===== src/rtl/adc_seq_pkg.sv =====
package adc_seq_pkg;
  typedef enum logic [1:0] {ST_IDLE, ST_SAMPLE, ST_WAIT} seq_st_e;
  typedef enum logic [1:0] {K_NORM, K_INJ, K_TRIG} src_e;
endpackage


===== src/rtl/adc_conv_stub.sv =====
module adc_conv_stub #(
  parameter int NCH = 4,
  parameter int DW  = 8,
  localparam int CHW = $clog2(NCH)
) (
  input  logic              clk,
  input  logic              rst_n,
  input  logic [NCH*DW-1:0] ain_i,
  input  logic [CHW-1:0]    ch_i,
  input  logic              sample_i,
  output logic [DW-1:0]     data_o
);
  logic [DW-1:0] hold_q;

  always_ff @(posedge clk or negedge rst_n) begin
    if (!rst_n)        hold_q <= '0;
    else if (sample_i) hold_q <= ain_i[ch_i*DW +: DW];
  end

  assign data_o = hold_q;
endmodule


===== src/rtl/adc_seq_fsm.sv =====
module adc_seq_fsm
  import adc_seq_pkg::*;
#(
  parameter int NCH = 4,
  parameter int TW  = 4,
  localparam int CHW = $clog2(NCH)
) (
  input  logic           clk,
  input  logic           rst_n,
  input  logic           scan_i,
  input  logic [NCH-1:0] nmask_i,
  input  logic [NCH-1:0] jmask_i,
  input  logic [TW-1:0]  samp_i,
  input  logic [TW-1:0]  conv_i,
  input  logic           nstart_i,
  input  logic           jstart_i,
  input  logic           abort_ch_i,
  input  logic           abort_chain_i,
  input  logic           trig_en_i,
  input  logic           trig_req_i,
  input  logic [CHW-1:0] trig_ch_i,
  output logic [CHW-1:0] ch_o,
  output logic           sample_o,
  output logic           conv_o,
  output logic           done_o,
  output logic           n_eoc_o,
  output logic           j_eoc_o,
  output logic           nbusy_o,
  output logic           jbusy_o
);
  localparam logic [TW-1:0] MINCYC = TW'(2);

  seq_st_e        st_q, st_d;
  src_e           src_q, src_d;
  logic [CHW-1:0] cur_q, cur_d, tch_q, tch_d;
  logic [TW-1:0]  cnt_q, cnt_d, samp_eff, conv_eff;
  logic [NCH-1:0] nrem_q, nrem_d, jrem_q, jrem_d, cur_bit;
  logic           npend_q, npend_d, tpend_q, tpend_d;
  logic           dispatch, preempt;

  function automatic logic [CHW-1:0] lowest(input logic [NCH-1:0] m);
    lowest = '0;
    for (int i = NCH - 1; i >= 0; i--)
      if (m[i]) lowest = CHW'(i);
  endfunction

  assign samp_eff = (samp_i < MINCYC) ? MINCYC : samp_i;
  assign conv_eff = (conv_i < MINCYC) ? MINCYC : conv_i;
  assign cur_bit  = NCH'(1) << cur_q;
  assign preempt  = ((src_q == K_NORM) && (tpend_q || (|jrem_q))) ||
                    ((src_q == K_INJ) && tpend_q);

  always_comb begin
    st_d = st_q;   src_d = src_q;   cur_d = cur_q;   cnt_d = cnt_q;
    nrem_d = nrem_q; jrem_d = jrem_q; npend_d = npend_q;
    tpend_d = tpend_q; tch_d = tch_q;
    done_o = 1'b0; dispatch = 1'b0;
    if (st_q == ST_IDLE) begin
      dispatch = 1'b1;
    end else if (abort_chain_i) begin
      unique case (src_q)
        K_NORM:  nrem_d = '0;
        K_INJ:   jrem_d = '0;
        default: tpend_d = 1'b0;
      endcase
      st_d = ST_IDLE;
    end else if (abort_ch_i || (st_q == ST_WAIT && cnt_q == '0)) begin
      done_o = !abort_ch_i;
      unique case (src_q)
        K_NORM:  nrem_d = nrem_q & ~cur_bit;
        K_INJ:   jrem_d = jrem_q & ~cur_bit;
        default: tpend_d = 1'b0;
      endcase
      st_d     = ST_IDLE;
      dispatch = !abort_ch_i;
    end else if (preempt) begin
      st_d = ST_IDLE;
    end else if (st_q == ST_SAMPLE && cnt_q == '0) begin
      st_d  = ST_WAIT;
      cnt_d = conv_eff - TW'(1);
    end else begin
      cnt_d = cnt_q - TW'(1);
    end
    // start requests
    if (nstart_i) begin
      if (|nrem_q) npend_d = 1'b1;
      else         nrem_d  = nmask_i;
    end
    if (jstart_i && !(|jrem_q)) jrem_d = jmask_i;
    // end-of-chain handling, scan repeat and held restart
    n_eoc_o = (|nrem_q) && !(|nrem_d);
    j_eoc_o = (|jrem_q) && !(|jrem_d);
    if (n_eoc_o) begin
      if (!(abort_chain_i && src_q == K_NORM) && (scan_i || npend_d))
        nrem_d = nmask_i;
      npend_d = 1'b0;
    end
    // trigger capture
    if (!trig_en_i) begin
      tpend_d = 1'b0;
    end else if (trig_req_i && !tpend_d) begin
      tpend_d = 1'b1;
      tch_d   = trig_ch_i;
    end
    // choose the next channel by rank
    if (dispatch) begin
      st_d  = ST_SAMPLE;
      cnt_d = samp_eff - TW'(1);
      if (tpend_d) begin
        src_d = K_TRIG; cur_d = tch_d;
      end else if (|jrem_d) begin
        src_d = K_INJ;  cur_d = lowest(jrem_d);
      end else if (|nrem_d) begin
        src_d = K_NORM; cur_d = lowest(nrem_d);
      end else begin
        st_d  = ST_IDLE;
        cnt_d = cnt_q;
      end
    end
  end

  always_ff @(posedge clk or negedge rst_n) begin
    if (!rst_n) begin
      st_q <= ST_IDLE; src_q <= K_NORM; cur_q <= '0; cnt_q <= '0;
      nrem_q <= '0; jrem_q <= '0; npend_q <= 1'b0; tpend_q <= 1'b0; tch_q <= '0;
    end else begin
      st_q <= st_d; src_q <= src_d; cur_q <= cur_d; cnt_q <= cnt_d;
      nrem_q <= nrem_d; jrem_q <= jrem_d; npend_q <= npend_d;
      tpend_q <= tpend_d; tch_q <= tch_d;
    end
  end

  assign ch_o     = cur_q;
  assign sample_o = (st_q == ST_SAMPLE);
  assign conv_o   = (st_q == ST_WAIT);
  assign nbusy_o  = |nrem_q;
  assign jbusy_o  = |jrem_q;
endmodule


===== src/rtl/adc_chain_seq.sv =====
module adc_chain_seq #(
  parameter int NCH = 4,
  parameter int DW  = 8,
  parameter int TW  = 4,
  parameter int AW  = 4,
  localparam int CHW = $clog2(NCH)
) (
  input  logic              clk,
  input  logic              rst_n,
  input  logic              wr_en,
  input  logic [AW-1:0]     wr_addr,
  input  logic [DW-1:0]     wr_data,
  input  logic [AW-1:0]     rd_addr,
  output logic [DW-1:0]     rd_data,
  input  logic              trig_req,
  input  logic [CHW-1:0]    trig_ch,
  input  logic [NCH*DW-1:0] ain,
  output logic [CHW-1:0]    ch_sel,
  output logic              sample_stb,
  output logic              conv_stb
);
  localparam logic [AW-1:0] A_CTRL = AW'(0), A_NMASK = AW'(1), A_JMASK = AW'(2),
                            A_TIM  = AW'(3), A_STAT  = AW'(4), A_EOC   = AW'(5);

  logic           scan_q, trig_en_q, neoc_q, jeoc_q;
  logic [NCH-1:0] nmask_q, jmask_q, eoc_q;
  logic [2*TW-1:0] tim_q;
  logic [DW-1:0]  res_q [NCH];
  logic [DW-1:0]  conv_data;
  logic           ctrl_wr, stat_wr, eoc_wr, done, n_eoc, j_eoc, nbusy, jbusy;

  assign ctrl_wr = wr_en && (wr_addr == A_CTRL);
  assign stat_wr = wr_en && (wr_addr == A_STAT);
  assign eoc_wr  = wr_en && (wr_addr == A_EOC);

  always_ff @(posedge clk or negedge rst_n) begin
    if (!rst_n) begin
      scan_q <= 1'b0; trig_en_q <= 1'b0; nmask_q <= '0; jmask_q <= '0; tim_q <= '0;
    end else begin
      if (ctrl_wr) begin
        scan_q    <= wr_data[0];
        trig_en_q <= wr_data[3];
      end
      if (wr_en && wr_addr == A_NMASK) nmask_q <= wr_data[NCH-1:0];
      if (wr_en && wr_addr == A_JMASK) jmask_q <= wr_data[NCH-1:0];
      if (wr_en && wr_addr == A_TIM)   tim_q   <= wr_data[2*TW-1:0];
    end
  end

  always_ff @(posedge clk or negedge rst_n) begin
    if (!rst_n) begin
      neoc_q <= 1'b0; jeoc_q <= 1'b0;
    end else begin
      if (n_eoc)                      neoc_q <= 1'b1;
      else if (stat_wr && wr_data[2]) neoc_q <= 1'b0;
      if (j_eoc)                      jeoc_q <= 1'b1;
      else if (stat_wr && wr_data[3]) jeoc_q <= 1'b0;
    end
  end

  for (genvar c = 0; c < NCH; c++) begin : g_chan
    always_ff @(posedge clk or negedge rst_n) begin
      if (!rst_n) begin
        eoc_q[c] <= 1'b0;
        res_q[c] <= '0;
      end else if (done && ch_sel == CHW'(c)) begin
        eoc_q[c] <= 1'b1;
        res_q[c] <= conv_data;
      end else if (eoc_wr && wr_data[c]) begin
        eoc_q[c] <= 1'b0;
      end
    end
  end

  adc_seq_fsm #(.NCH(NCH), .TW(TW)) u_fsm (
    .clk(clk), .rst_n(rst_n), .scan_i(scan_q), .nmask_i(nmask_q), .jmask_i(jmask_q),
    .samp_i(tim_q[TW-1:0]), .conv_i(tim_q[2*TW-1:TW]),
    .nstart_i(ctrl_wr && wr_data[1]), .jstart_i(ctrl_wr && wr_data[2]),
    .abort_ch_i(ctrl_wr && wr_data[4]), .abort_chain_i(ctrl_wr && wr_data[5]),
    .trig_en_i(trig_en_q), .trig_req_i(trig_req), .trig_ch_i(trig_ch),
    .ch_o(ch_sel), .sample_o(sample_stb), .conv_o(conv_stb), .done_o(done),
    .n_eoc_o(n_eoc), .j_eoc_o(j_eoc), .nbusy_o(nbusy), .jbusy_o(jbusy)
  );

  adc_conv_stub #(.NCH(NCH), .DW(DW)) u_stub (
    .clk(clk), .rst_n(rst_n), .ain_i(ain), .ch_i(ch_sel),
    .sample_i(sample_stb), .data_o(conv_data)
  );

  always_comb begin
    unique case (rd_addr)
      A_CTRL:  rd_data = DW'({trig_en_q, 2'b00, scan_q});
      A_NMASK: rd_data = DW'(nmask_q);
      A_JMASK: rd_data = DW'(jmask_q);
      A_TIM:   rd_data = DW'(tim_q);
      A_STAT:  rd_data = DW'({jeoc_q, neoc_q, jbusy, nbusy});
      A_EOC:   rd_data = DW'(eoc_q);
      default: rd_data = rd_addr[AW-1] ? res_q[rd_addr[CHW-1:0]] : '0;
    endcase
  end
endmodule


===== config.mk =====
export PLATFORM = sky130hd
export DESIGN_NAME = adc_chain_seq
export DESIGN_NICKNAME = d
export VERILOG_FILES = /design/src/rtl/adc_seq_pkg.sv /design/src/rtl/adc_conv_stub.sv /design/src/rtl/adc_seq_fsm.sv /design/src/rtl/adc_chain_seq.sv
export SDC_FILE = /design/constraint.sdc
export NUM_CORES = 1
export LEC_CHECK = 0
export ABC_CLOCK_PERIOD_IN_PS = 4890
export BUFFER_PORTS_ARGS = -buffer_cell sky130_fd_sc_hd__clkbuf_2
export CORE_MARGIN = 5
export CORE_UTILIZATION = 62
export CTS_CLUSTER_DIAMETER = 200
export DETAILED_ROUTE_END_ITERATION = 10
export PLACE_DENSITY = 0.86
export RECOVER_POWER = 25
export SLEW_MARGIN = 20
export SYNTH_ARGS = -nofsm -noshare
export SYNTH_HDL_FRONTEND = slang
export SYNTH_HIERARCHICAL = 1
export SYNTH_SLANG_ARGS = --single-unit
export TNS_END_PERCENT = 20

===== constraint.sdc =====
create_clock -name clk -period 4.89 [get_ports clk]
set_clock_uncertainty 0.15 [all_clocks]
set_input_delay 0.978 -clock clk [delete_from_list [all_inputs] [get_ports clk]]
set_output_delay 0.978 -clock clk [all_outputs]
set_load 0.05 [all_outputs]

# After elaboration in Yosys (flattened, before gate mapping)
# Cells that the tools add are included.
# classes
addsub,3
n_lt_le_gt_ge,3
eq_ne,21
n_shift,2
mux,81
bitwise,4
reduce_logical,63
# op_table
operator,n
two-way mux 4 bit,26
two-way mux 2 bit,24
case mux 8 bit (6 select lines),1
indexed part select 32 x 6 -> 8 bit,1
logical AND 1 bit,30
two-way mux 1 bit,26
two-way mux 8 bit,3
OR reduction 4 bit,5
binary-select mux 8 bit (select 2 bit),1
== test 4 x 2 -> 1 bit (second input constant),4
== test 4 x 3 -> 1 bit (second input constant),4
zero test 4 bit,3
nonzero test 2 bit,6
subtractor 4 x 1 -> 4 bit (second input constant),3
bitwise AND 4 bit,2
== test 4 x 1 -> 1 bit (second input constant),2
less-than comparator 4 x 2 -> 1 bit (second input constant),2
== test 2 x 1 -> 1 bit (second input constant),3
== test 2 bit (second input constant),3
zero test 1 bit,6
zero test 2 bit,3
!= test 2 x 1 -> 1 bit (second input constant),3
AND reduction 5 bit,1
nonzero test 5 bit,1
other kinds (10),14
# word_totals
register_bits,86
in_bits,54
wordCells,202

# Logic depth before layout (Yosys ltp)
# logic_depth
ltp_word,20
ltp_mapped,11

# By module
# Netlist, hierarchy kept.
# modules_own_cells
mod,n_inst,cells_per_inst,area_per_inst_um2,seq_area_each_um2
adc_chain_seq,1,200,2711.4,1401.3
adc_seq_fsm,1,161,1455.1,550.5
adc_conv_stub,1,45,525.5,200.2

# Worst setup path after synthesis
# OpenSTA, ideal clock, no wires.
# synth_timing
kind,input to register
from,in wr_en
to,reg u_fsm.cur_q[0] (netlist: u_fsm/ch_o[0])
setup_time_ns,0.120
arrival_time_ns,3.175
setup_slack_ns,1.445
path_stages,10
n_path_buf,0
path_cell_list,nor3b_2 -> and3_1 -> and3b_1 -> a311o_1 -> a21bo_1 -> and2_4 -> a31o_1 -> a21bo_1 -> a2111o_1 -> a31o_1
# synth_between
elab_chain_cells,19
word_cells_on_any_way,54
classes_between,33 x mux; 21 x reduce/logical
# synth_rtl
item,line_no,source
start: declaration,adc_chain_seq.sv:10,"input logic wr_en,"
logical AND 1 bit *,adc_chain_seq.sv:32,assign ctrl_wr = wr_en && (wr_addr == A_CTRL);
logical AND 1 bit,adc_chain_seq.sv:79,".abort_ch_i(ctrl_wr && wr_data[4]), .abort_chain_i(ctrl_wr && wr_data[5]),"
logical OR 1 bit,adc_seq_fsm.sv:67,end else if (abort_ch_i || (st_q == ST_WAIT && cnt_q == '0)) begin
two-way mux 4 bit,adc_seq_fsm.sv:67,
two-way mux 4 bit,adc_seq_fsm.sv:60,end else if (abort_chain_i) begin
two-way mux 4 bit,adc_seq_fsm.sv:58,if (st_q == ST_IDLE) begin
two-way mux 4 bit,adc_seq_fsm.sv:86,if (|nrem_q) npend_d = 1'b1;
two-way mux 4 bit,adc_seq_fsm.sv:85,if (nstart_i) begin
OR reduction 4 bit,adc_seq_fsm.sv:91,n_eoc_o = (|nrem_q) && !(|nrem_d);
zero test 1 bit,adc_seq_fsm.sv:91,
logical AND 1 bit,adc_seq_fsm.sv:91,
two-way mux 4 bit *,adc_seq_fsm.sv:93,if (n_eoc_o) begin
via u_fsm.nrem_d[3],adc_seq_fsm.sv:37,"logic [NCH-1:0] nrem_q, nrem_d, jrem_q, jrem_d, cur_bit;"
two-way mux 2 bit (4 in series),adc_seq_fsm.sv:44,if (m[i]) lowest = CHW'(i);
two-way mux 2 bit,adc_seq_fsm.sv:113,end else if (|nrem_d) begin
two-way mux 2 bit,adc_seq_fsm.sv:111,end else if (|jrem_d) begin
two-way mux 2 bit,adc_seq_fsm.sv:109,if (tpend_d) begin
end signal: assignment,adc_seq_fsm.sv:127,st_q <= st_d; src_q <= src_d; cur_q <= cur_d; cnt_q <= cnt_d;
end: declaration,adc_seq_fsm.sv:35,"logic [CHW-1:0] cur_q, cur_d, tch_q, tch_d;"
# Mark *: on every way through the listed nets, which the timed path passes. The rest lies on a longest branch. The select of a mux whose other input is x is not followed.
# A chain may end at the register's enable or synchronous reset.

# Worst setup path in the final report
# layout_timing
from,reg u_fsm.nrem_q[0]
to,out rd_data[0]
# layout_between
elab_chain_cells,2
# layout_rtl
item,line_no,source
start: declaration,adc_seq_fsm.sv:37,
start signal: assignment,adc_seq_fsm.sv:128,nrem_q <= nrem_d; jrem_q <= jrem_d; npend_q <= npend_d;
OR reduction 4 bit,adc_seq_fsm.sv:136,assign nbusy_o = |nrem_q;
via nbusy,adc_chain_seq.sv:30,"logic ctrl_wr, stat_wr, eoc_wr, done, n_eoc, j_eoc, nbusy, jbusy;"
case mux 8 bit (6 select lines),adc_chain_seq.sv:91,unique case (rd_addr)
end: declaration,adc_chain_seq.sv:14,"output logic [DW-1:0] rd_data,"
# The timed path passes the listed nets, and every way through them passes these cells.

==> metrics.csv <==
metric,value,unit
Core Region,7290,um2
"Warnings, synthesis",6,
Mapped Nets,461,
clock share of power,0.200,
vias post-DR,3645,
Pint,1.42,mW
DR DRC count,0,
nets,528,
main flop type after synthesis,dfrtp_1,
net switching power,0.921,mW
"Critical Path, Cell by Cell","nor4_1, inv_1, mux4_2, a2111o_1, clkbuf_2",
# IOs,66,
post-layout min period,3.76,ns
RSZ-0062 raised after global routing,false,
peak per-stage delay on the critical path,0.50,ns
fillcell total,542,
DRT Pass-1 Iters,7,
ANT cells,0,
"Slew Viols, Final",50,
# rows,31,
DP Worst Slack,0.897,ns
fin crit share,0.769,
worst setup margin,1.13,ns
Post-synth EDFFs,0,
GRT overflow,0,
"Setup Fix Bufs, Post-CTS",0,
"Clk Latency, worst-skew pair",0.36,ns
Num CTS Buffers,9,
H-tree levels,3,
CP required,3.76,ns
synthesized instance count,406,
setup violators final,0,
"Async S/R FF share, synth",1.00,
Tot GR Track Use,0.250,
peak supply drop,0.000298,V
Root Buffer,clkbuf_8,
Syn Area/Cell,11.6,um2
vias in the first global route,3791,
Combinational Power Share,0.337,
Area growth syn-to-layout,12.1,%
crit end category,primary output,
failing checks,"capacitance limit, slew limit",
sw frac,0.393,
CP max stage cell,mux4_2,
Die Ht,97.0,um
Post-DP HPWL,8340,um
Synth Register Bits,86,
Final Hold Fails,0,
Post-Place Cells,561,
Final Util,0.721,
hold crit path type,register to register,
Flop pwr share,0.463,
pin count of the biggest net entering global routing,50,
Initial Util,0.643,
chip width,97.0,um
Setup CP Type,register to primary output,
Startpoint Class,register,
placed inst area,5080,um2
post-synthesis cell type count,76,
CTS sink cnt,86,
Static Leakage,2.47,nW
finished layout cell area,5260,um2
Max-slew headroom,-0.807,
highest-count cells in the layout ignoring fill and taps,"dfrtp_1, clkbuf_2, mux2_2, mux2i_1, nor2_1",
setup TNS,0,ns
cell area after synthesis,4690,um2
maxcap violations,1,
DR iter-0 viols,208,
"most common cell after layout, fill and taps aside",dfrtp_1,
CTS Buffer Depth,2,
peak fanout along the critical path,5,
sequential-to-total area share from yosys stat,0.459,
CP arrival,2.63,ns
Post-CTS Resized,0,
layout cells sized above 1,0.324,
PortBufs,65,
pwr dens,445,nW/um2
Least-Margin Pin Slew,2.71,ns
final cell count without fillers,577,
FMAX,0.266,GHz
Post-Route WL,11400,um
hold slack,0.348,ns
vias per inst,6.32,
antenna violations before repair,0,
antenna-violating nets left,0,
cts-stage hold buffer count,0,
CTS tree,done,
Placer Congestion,0.930,
global-route wire length before repair,19000,um
status,"complete, but fails checks",
wire length per cell,19.8,um
Final Power,2.34,mW
clock slew at reported path FFs,0.09,ns
Die ar.,9410,um2
==> metal layers <==
| layer | global-route usage | vias to the layer above | part of all wire |
|---|---|---|---|
| li1 | - | 1680 | - |
| met1 | 0.324 | 1791 | 0.42 |
| met2 | 0.416 | 155 | 0.51 |
| met3 | 0.0590 | 19 | 0.056 |
| met4 | 0.0788 | 0 | 0.016 |
| met5 | 0 | - | 0 |
==> power groups by stage <==
stage | Clock (mW) | Combinational (mW) | Sequential, mW
floorplan | 0 | 0.626 | 1.02
global placement | 0 | 0.761 | 1.08
detailed placement | 0 | 0.782 | 1.08
CTS | 0.476 | 0.788 | 1.08
global route | 0.511 | 0.866 | 1.11
finish | 0.468 | 0.789 | 1.08
==> critical path: cells and delay by family (launching register included) <==
kind            cells  cell delay (ns)
compound gates      1             0.42
buf+inv             2             0.44
simple gates        1             0.49
flops               1             0.44
mux                 1             0.50
==> flip-flops by register name, summed over array words and instances, names as in the netlist <==
register       flops
u_fsm/jrem_q       4
u_fsm/st_q         2
u_fsm/tpend_q      1
u_stub/data_o      8
res_q             32
u_fsm/src_q        2
eoc_q              4
u_fsm/tch_q        2
u_fsm/nrem_q       4
tim_q              8
jeoc_q             1
neoc_q             1
u_fsm/ch_o         2
u_fsm/npend_q      1
nmask_q            4
trig_en_q          1
scan_q             1
u_fsm/cnt_q        4
jmask_q            4
==> path summary, 6_finish.rpt <==
check	startpoint	end	slack (ns)	cells after the start
hold reg to reg	eoc_q[0]	eoc_q[0]	0.35	1
setup reg to reg	u_fsm/ch_o[0]	u_fsm/cnt_q[0]	1.78	9
min in group asynchronous	rst_n	nmask_q[3]	1.33	1
setup / recovery	u_fsm/nrem_q[0]	rd_data[0]	1.13	5
max in group asynchronous	rst_n	u_fsm/ch_o[0]	1.54	1
hold / removal	eoc_q[0]	eoc_q[0]	0.35	1
==> cell families after synthesis <==
logic type,share of synthesized area
mux,0.212
compound gates,0.131
buf+inv,0.0259
xor+xnor,0.00373
simple gates,0.165
flops,0.459
fa+ha+maj,0.00267
==> layout make-up <==
class,instances,area (um2),share of cell area
Clock buffer,10,128,0.0243
Sequential cell,86,2150,0.410
Clock inverter,6,53.8,0.0102
Inverter,9,33.8,0.00643
Timing Repair Buffer,68,347,0.0659
Tap cell,99,124,0.0236
Multi-Input combinational cell,299,2420,0.460
==> cells in the mapped netlist (3+ instances only) <==
| master | n | area (um2) |
|---|---|---|
| nand2_1 | 14 | 52.6 |
| and3_1 | 12 | 75.1 |
| nand3_1 | 8 | 40.0 |
| o221ai_1 | 8 | 70.1 |
| buf_2 | 6 | 30.0 |
| mux2i_1 | 26 | 260 |
| o21ai_1 | 4 | 20.0 |
| mux2_2 | 53 | 597 |
| a22o_1 | 4 | 35.0 |
| a21oi_1 | 17 | 85.1 |
| nor3_1 | 7 | 35.0 |
| nand2b_1 | 14 | 87.6 |
| a21o_1 | 6 | 45.0 |
| a31oi_1 | 4 | 25.0 |
| and2_1 | 4 | 25.0 |
| and3b_1 | 3 | 26.3 |
| dfrtp_1 | 86 | 2150 |
| o21a_1 | 4 | 30.0 |
| mux4_2 | 5 | 113 |
| nor2b_1 | 4 | 25.0 |
| o21ai_0 | 8 | 40.0 |
| inv_1 | 9 | 33.8 |
| nor2_1 | 22 | 82.6 |
| nand3b_1 | 10 | 75.1 |
Power figures use the tool's default switching activity.
